$ cat src/rtl/burst_adc_pkg.sv
package burst_adc_pkg;
  typedef enum logic [2:0] {
    S_SLEEP, S_WAKE, S_SETUP, S_STROBE, S_WAITINT, S_READ, S_POST
  } seq_st_t;

  // cycles during which a stale interrupt level is ignored after an access
  localparam int INT_BLANK = 2;
endpackage

$ cat src/rtl/burst_adc_timer.sv
module burst_adc_timer #(
  parameter int W = 8
) (
  input  logic         clk,
  input  logic         rst_n,
  input  logic         load,
  input  logic [W-1:0] val,
  output logic         done
);
  logic [W-1:0] cnt;

  always_ff @(posedge clk) begin
    if (!rst_n)          cnt <= '0;
    else if (load)       cnt <= val;
    else if (cnt != '0)  cnt <= cnt - 1'b1;
  end

  assign done = (cnt == '0);
endmodule

$ cat src/rtl/burst_adc_chsel.sv
module burst_adc_chsel #(
  parameter int CH_W    = 3,
  parameter int MAX_LEN = 8,
  parameter int IDX_W   = 3
) (
  input  logic [MAX_LEN*CH_W-1:0] list,
  input  logic [IDX_W-1:0]        idx,
  output logic [CH_W-1:0]         ch
);
  logic [CH_W-1:0] ent [MAX_LEN];

  for (genvar g = 0; g < MAX_LEN; g++) begin : g_unpack
    assign ent[g] = list[g*CH_W +: CH_W];
  end

  always_comb begin
    ch = ent[0];
    for (int i = 0; i < MAX_LEN; i++) begin
      if (idx == IDX_W'(i)) ch = ent[i];
    end
  end
endmodule

$ cat src/rtl/burst_adc_seq.sv
module burst_adc_seq
  import burst_adc_pkg::*;
#(
  parameter int CH_W      = 3,
  parameter int MAX_LEN   = 8,
  parameter int PWRUP_CYC = 90,
  parameter int REFSW_CYC = 0,
  parameter int ACQ_CYC   = 40,
  parameter int WR_CYC    = 63,
  parameter int RD_CYC    = 25,
  parameter int OVR_W     = 8
) (
  input  logic                         clk,
  input  logic                         rst_n,
  input  logic                         trig,
  input  logic [MAX_LEN*CH_W-1:0]      cfg_list,
  input  logic [$clog2(MAX_LEN+1):0]   cfg_len,
  input  logic                         cfg_pipe,
  output logic                         adc_pwr_n,
  output logic                         adc_cs_n,
  output logic                         adc_wr_n,
  output logic                         adc_rd_n,
  output logic [CH_W-1:0]              adc_addr,
  input  logic                         adc_int_n,
  input  logic [7:0]                   adc_data,
  output logic                         res_valid,
  input  logic                         res_ready,
  output logic [7:0]                   res_data,
  output logic [CH_W-1:0]              res_chan,
  output logic                         res_first,
  output logic [OVR_W-1:0]             ovr_count
);
  localparam int LEN_W   = $clog2(MAX_LEN+1) + 1;
  localparam int IDX_W   = (MAX_LEN > 1) ? $clog2(MAX_LEN) : 1;
  localparam int K_W     = $clog2(MAX_LEN+3);
  localparam int WAKE_CYC = PWRUP_CYC + REFSW_CYC;
  localparam int TMAX1   = (WAKE_CYC > ACQ_CYC) ? WAKE_CYC : ACQ_CYC;
  localparam int TMAX2   = (WR_CYC > RD_CYC) ? WR_CYC : RD_CYC;
  localparam int TMAX    = (TMAX1 > TMAX2) ? TMAX1 : TMAX2;
  localparam int TW      = $clog2(TMAX+1) + 1;

  seq_st_t st, nxt;

  logic [MAX_LEN*CH_W-1:0] list_l;
  logic [LEN_W-1:0]        len_l, len_clip, emitted;
  logic                    pipe_l, primed;
  logic [K_W-1:0]          k;
  logic [IDX_W-1:0]        acc_idx;
  logic                    acc_real;
  logic [CH_W-1:0]         cur_chan;
  logic                    pend_real, cap_real;
  logic [CH_W-1:0]         pend_chan, cap_chan;
  logic [7:0]              cap_data;
  logic                    t_load, t_done;
  logic [TW-1:0]           t_val;
  logic                    emit, last_emit;

  // burst length clip, applied at trigger
  always_comb begin
    int lc;
    lc = int'(cfg_len);
    if (lc == 0)       lc = 1;
    if (lc > MAX_LEN)  lc = MAX_LEN;
    len_clip = LEN_W'(lc);
  end

  // access k -> list index; accesses before the list are throw-away
  always_comb begin
    int ji;
    ji = int'(k) - (primed ? 0 : 1);
    acc_real = (ji >= 0) && (ji < int'(len_l));
    if (ji < 0)                 acc_idx = '0;
    else if (ji >= int'(len_l)) acc_idx = IDX_W'(int'(len_l) - 1);
    else                        acc_idx = IDX_W'(ji);
  end

  burst_adc_chsel #(.CH_W(CH_W), .MAX_LEN(MAX_LEN), .IDX_W(IDX_W)) u_chsel (
    .list (list_l),
    .idx  (acc_idx),
    .ch   (cur_chan)
  );

  assign emit      = (st == S_POST) && cap_real && (!res_valid || res_ready);
  assign last_emit = emit && ((emitted + 1'b1) == len_l);

  always_comb begin
    nxt = st;
    unique case (st)
      S_SLEEP:   if (trig) nxt = S_WAKE;
      S_WAKE:    if (t_done) nxt = S_SETUP;
      S_SETUP:   if (t_done) nxt = S_STROBE;
      S_STROBE:  if (t_done) nxt = S_WAITINT;
      S_WAITINT: if (t_done && !adc_int_n) nxt = pipe_l ? S_POST : S_READ;
      S_READ:    if (t_done) nxt = S_POST;
      S_POST: begin
        if (!cap_real)      nxt = S_SETUP;
        else if (last_emit) nxt = S_SLEEP;
        else if (emit)      nxt = S_SETUP;
      end
      default:   nxt = S_SLEEP;
    endcase
  end

  always_comb begin
    unique case (nxt)
      S_WAKE:    t_val = TW'(WAKE_CYC);
      S_SETUP:   t_val = TW'(ACQ_CYC);
      S_STROBE:  t_val = TW'(WR_CYC);
      S_WAITINT: t_val = TW'(INT_BLANK);
      S_READ:    t_val = TW'(RD_CYC);
      default:   t_val = '0;
    endcase
  end
  assign t_load = (nxt != st);

  burst_adc_timer #(.W(TW)) u_timer (
    .clk   (clk),
    .rst_n (rst_n),
    .load  (t_load),
    .val   (t_val),
    .done  (t_done)
  );

  always_ff @(posedge clk) begin
    if (!rst_n) begin
      st        <= S_SLEEP;
      list_l    <= '0;
      len_l     <= LEN_W'(1);
      pipe_l    <= 1'b0;
      primed    <= 1'b0;
      k         <= '0;
      emitted   <= '0;
      pend_real <= 1'b0;
      pend_chan <= '0;
      cap_real  <= 1'b0;
      cap_chan  <= '0;
      cap_data  <= '0;
      res_valid <= 1'b0;
      res_data  <= '0;
      res_chan  <= '0;
      res_first <= 1'b0;
      ovr_count <= '0;
    end else begin
      st <= nxt;
      if (st == S_SLEEP && trig) begin
        list_l    <= cfg_list;
        len_l     <= len_clip;
        pipe_l    <= cfg_pipe;
        k         <= '0;
        emitted   <= '0;
        pend_real <= 1'b0;
      end
      if (trig && st != S_SLEEP && ovr_count != {OVR_W{1'b1}})
        ovr_count <= ovr_count + 1'b1;
      // pipelined: read returns the previous access's conversion
      if (st == S_STROBE && t_done && pipe_l) begin
        cap_data  <= adc_data;
        cap_real  <= pend_real;
        cap_chan  <= pend_chan;
        pend_real <= acc_real;
        pend_chan <= cur_chan;
      end
      if (st == S_READ && t_done) begin
        cap_data <= adc_data;
        cap_real <= acc_real;
        cap_chan <= cur_chan;
      end
      if (st == S_POST && nxt == S_SETUP) k <= k + 1'b1;
      if (st == S_POST && nxt == S_SLEEP) primed <= 1'b1;
      if (emit) begin
        res_valid <= 1'b1;
        res_data  <= cap_data;
        res_chan  <= cap_chan;
        res_first <= (emitted == '0);
        emitted   <= emitted + 1'b1;
      end else if (res_ready) begin
        res_valid <= 1'b0;
      end
    end
  end

  assign adc_pwr_n = (st != S_SLEEP);
  assign adc_wr_n  = !(st == S_STROBE);
  assign adc_rd_n  = !((st == S_STROBE && pipe_l) || st == S_READ);
  assign adc_cs_n  = !(st == S_STROBE || (!pipe_l && (st == S_WAITINT || st == S_READ)));
  assign adc_addr  = cur_chan;


  sleep_no_access_chk: assert property (@(posedge clk) disable iff (!rst_n)
    !adc_pwr_n |-> adc_cs_n);

  addr_hold_chk: assert property (@(posedge clk) disable iff (!rst_n)
    (!adc_cs_n && $past(!adc_cs_n)) |-> $stable(adc_addr));

  res_hold_chk: assert property (@(posedge clk) disable iff (!rst_n)
    (res_valid && !res_ready) |=> (res_valid && $stable(res_data) &&
                                    $stable(res_chan) && $stable(res_first)));

  pipe_pair_chk: assert property (@(posedge clk) disable iff (!rst_n)
    (!adc_wr_n && pipe_l) |-> !adc_rd_n);

  wr_in_cs_chk: assert property (@(posedge clk) disable iff (!rst_n)
    !adc_wr_n |-> !adc_cs_n);

  ovr_mono_chk: assert property (@(posedge clk) disable iff (!rst_n)
    ovr_count >= $past(ovr_count));

  emit_bound_chk: assert property (@(posedge clk) disable iff (!rst_n)
    emitted <= len_l);
endmodule

$ cat config.mk
export PLATFORM = sky130hd
export DESIGN_NAME = burst_adc_seq
export DESIGN_NICKNAME = d
export VERILOG_FILES = /design/src/rtl/burst_adc_pkg.sv /design/src/rtl/burst_adc_timer.sv /design/src/rtl/burst_adc_chsel.sv /design/src/rtl/burst_adc_seq.sv
export SDC_FILE = /design/constraint.sdc
export NUM_CORES = 1
export LEC_CHECK = 0
export BUFFER_PORTS_ARGS = -buffer_cell sky130_fd_sc_hd__buf_2
export CAP_MARGIN = 20
export CORE_AREA = 2 2 118 91
export CTS_BUF_LIST = sky130_fd_sc_hd__clkbuf_8
export DETAILED_ROUTE_END_ITERATION = 8
export DIE_AREA = 0 0 120 93
export HOLD_SLACK_MARGIN = 0.03
export PLACE_DENSITY_LB_ADDON = 0.08
export SLEW_MARGIN = 10
export SYNTH_ARGS = -nofsm -noshare
export SYNTH_HDL_FRONTEND = slang
export SYNTH_SLANG_ARGS = --single-unit
$ cat constraint.sdc
create_clock -name clk -period 4.69 [get_ports clk]
set_input_delay 0.469 -clock clk [delete_from_list [all_inputs] [get_ports clk]]
set_output_delay 0.469 -clock clk [all_outputs]
set_load 0.05 [all_outputs]
==> run metrics <==
hold path depth 3; CTS root buffer clkbuf_8; drt pass-1 iters 5; Clock transition at path regs roughly 0.090 ns; Synth warnings 0; die area around 11000 sq um; top-count cell post-synth nand2_1; R2R Setup Slk between 0.9 and 1 ns; top cell type's share of synthesized area 0.3981; WL met1 roughly 5.8 mm; Area Overhead vs Synth 16.23%; die height slightly above 90 um; worst skew pair latency 0.37 ns; vias in the first global route 3936; CP max stage delay between 0.4 and 0.5 ns; slowest CP cell ha_2; Post-synth top flop dfxtp_1; Leakage 2.059 nW; status finished, final reports clean; multi-input logic area 2524 sq um; initial antenna violation count 0; Iter 0 DRT Violations roughly 230; Initial Utilization 0.4404; H-tree depth 3; DR top layer met4; fmax between 0.2 and 0.25 GHz; minimum clock period about 4.5 ns; EDFF count, synth 0; Post-Place Worst Slack ~0.18 ns; Post-synth ARST share 0; depth of the most critical reg-to-reg path 15; Yosys cell types 62; fill count a little over 1000; post-DR wirelength/cell 15.06 um; met2 WL around 4.9 mm; maximum VDD drop ~0.00019 V; combinational share of power 0.264; CP Max Fanout 7; synth cell count leaders nand2_1 (117), dfxtp_1 (88), a21oi_1 (74), nor2_1 (41), clkbuf_1 (24); Hold Fails Final Rpt 0; Arr. time, crit path about 4.0 ns; share of post-route cells with drive strength above 1 0.1763; #FFs+latches synth a little under 90; met3 routed WL a little under 700 um; share of the yosys chip area belonging to registers 0.3981; crit path cell chain inv_1 -> ha_1 -> ha_4 -> xor2_1 -> ha_1 -> nand3b_1 -> o22ai_1 -> nor2_1 -> ha_2 -> inv_1 -> a211o_1 -> and2_1 -> or2_1 -> o2bb2ai_1 -> o22a_1 -> buf_2; sequential share of power 0.446; nets roughly 680; Via Count a little over 4000; Synth area leader dfxtp_1; final WL 11.45 mm; DPL Wire Length between 8 and 9 mm; GR Overflow Total 0; switching share of power 0.3391; Placer Congestion just under 0.9; largest net degree at the start of global routing 56; TritonCTS clock tree done; Num CTS Buffers 9; Slew @ Worst Pin 0.9811 ns; worst setup path class reg -> out; Pwr Total around 2.0 mW; worst path buffer plus inverter count 3; synthesized cell area around 4400 sq um; crit path launch type flip-flop; hold_buf cts 0; crit-path leading delay family adder cells; Int Pwr 1.311 mW; port buffer count 70; post-route ant nets 0; gate count of the mapped netlist 561; Synth Net Count slightly above 600; CP Capture Type primary output; Slew HR 0.3450; Crit path required time 4.22 ns; Critical Path Stages 16; Rows 32; Psw ~0.67 mW; maxcap violations 0; Area contributors post-synth dfxtp_1 (40%), nand2_1 (9.9%), a21oi_1 (8.4%); TritonCTS Sinks between 80 and 90; DRC violations left 0; Die Width around 120 um; crit share post-route 0.9569; final worst setup slack approximately 0.2 ns; core area 10050 sq um; Slew Viols, Final 0; Clock Skew about 0.0042 ns; register area between 1500 and 2000 sq um; first-pass GRT wire length between 15 and 20 mm; I/O pins 71; clk buf depth 2; syn avg cell area 7.889 sq um; HP Class in -> reg; Power Density slightly below 400 nW/um^2; Final setup viols 0; Clock Power Share 0.290; Total GRT Usage 0.2142; ANT cells 0; vias per cell between 5 and 6
-- power groups by stage --
stage / Combinational (mW) / Clock (mW) / Sequential (mW)
floorplan: 0.412 / 0 / 0.885
global placement: 0.507 / 0 / 0.901
detailed placement: 0.512 / 0 / 0.901
CTS: 0.519 / 0.585 / 0.884
global route: 0.584 / 0.616 / 0.895
finish: 0.523 / 0.576 / 0.885
-- kinds of logic after synthesis --
| family | synth area share |
|---|---|
| simple gates | 0.2593 |
| xor+xnor | 0.03958 |
| compound gates | 0.1908 |
| buf+inv | 0.04439 |
| fa+ha+maj | 0.03958 |
| mux | 0.02827 |
| flops | 0.3981 |
-- final timing paths --
kind,end,start
setup / recovery,adc_addr[2],k[0]
hold / removal,cap_data[4],adc_data[4]
setup reg to reg,pend_chan[1],k[0]
hold reg to reg,res_data[2],cap_data[2]
-- layout make-up --
cell class	count	share of cell area
clock buffers	9	0.02408
clock inverters	5	0.01630
inverters	21	0.01532
multi-input cells	425	0.4906
flip-flops and latches	88	0.3427
well taps	136	0.03308
repair buffers	76	0.07784
-- stage by stage --
step	cells	setup TNS [ns]	utilization	hold slack [ns]	instance area, sq um
2_1_floorplan	561	0	-	0.4320	4425
3_3_place_gp	744	0	0.4834	0.4379	4858
3_5_place_dp	744	0	0.4834	0.4468	4858
4_1_cts	759	0	0.5075	0.3162	5100
5_1_grt	760	-0.009843	0.5118	0.3142	5144
6_report	760	0	0.5118	0.3262	5144
-- metal layers --
| metal | up-vias | GRT usage |
|---|---|---|
| met3 | 11 | 0.06768 |
| met1 | 1927 | 0.3009 |
| met2 | 97 | 0.3172 |
| li1 | 2070 | - |
| met4 | 0 | 0.05588 |
| met5 | - | 0 |
-- registers in the layout (all words and copies together), names as in the netlist, 4 cells and up --
signal       cells
ovr_count        8
k                4
list_l          24
res_data         8
u_timer.cnt      8
cap_data         8
emitted          5
len_l            5
-- placed cells by master, fill, tap and decap left out, types with 4 or more instances in the layout --
| cell type | n |
|---|---|
| mux2i_1 | 6 |
| nand3_1 | 21 |
| buf_4 | 7 |
| a31oi_1 | 4 |
| nand2_1 | 117 |
| o21ai_0 | 10 |
| and2_1 | 6 |
| and3_1 | 10 |
| o2bb2ai_1 | 4 |
| nor3_1 | 9 |
| nor2_1 | 41 |
| or3_1 | 6 |
| a21oi_1 | 74 |
| ha_1 | 12 |
| a21o_1 | 4 |
| xnor2_1 | 8 |
| nand2b_1 | 8 |
| dfxtp_1 | 87 |
| nand3b_1 | 4 |
| o211ai_1 | 5 |
| clkbuf_8 | 9 |
| inv_1 | 20 |
| xor2_1 | 12 |
| nand4_1 | 4 |
| buf_2 | 68 |
| nor2b_1 | 4 |
-- timing repair --
item                                    CTS  global route
pin swaps                                 0             1
cloned                                    0             0
gates resized for setup                   5             9
hold endpoints to repair                  0             0
setup buffers                             1             1
endpoints found under the setup margin    3             3
-- worst reg2reg max path, cell delays in order (launching register included) --
cell       delay, ns
dfxtp_2         0.36
inv_1           0.06
ha_1            0.22
ha_4            0.17
xor2_1          0.23
ha_1            0.31
nand3b_1        0.16
o22ai_1         0.09
nor2_1          0.10
ha_2            0.33
a21oi_4         0.24
mux2_2          0.40
a222oi_1        0.34
o2bb2ai_1       0.13
o22a_1          0.23
a31o_2          0.24
No activity file was read; power rests on OpenSTA's default activity.
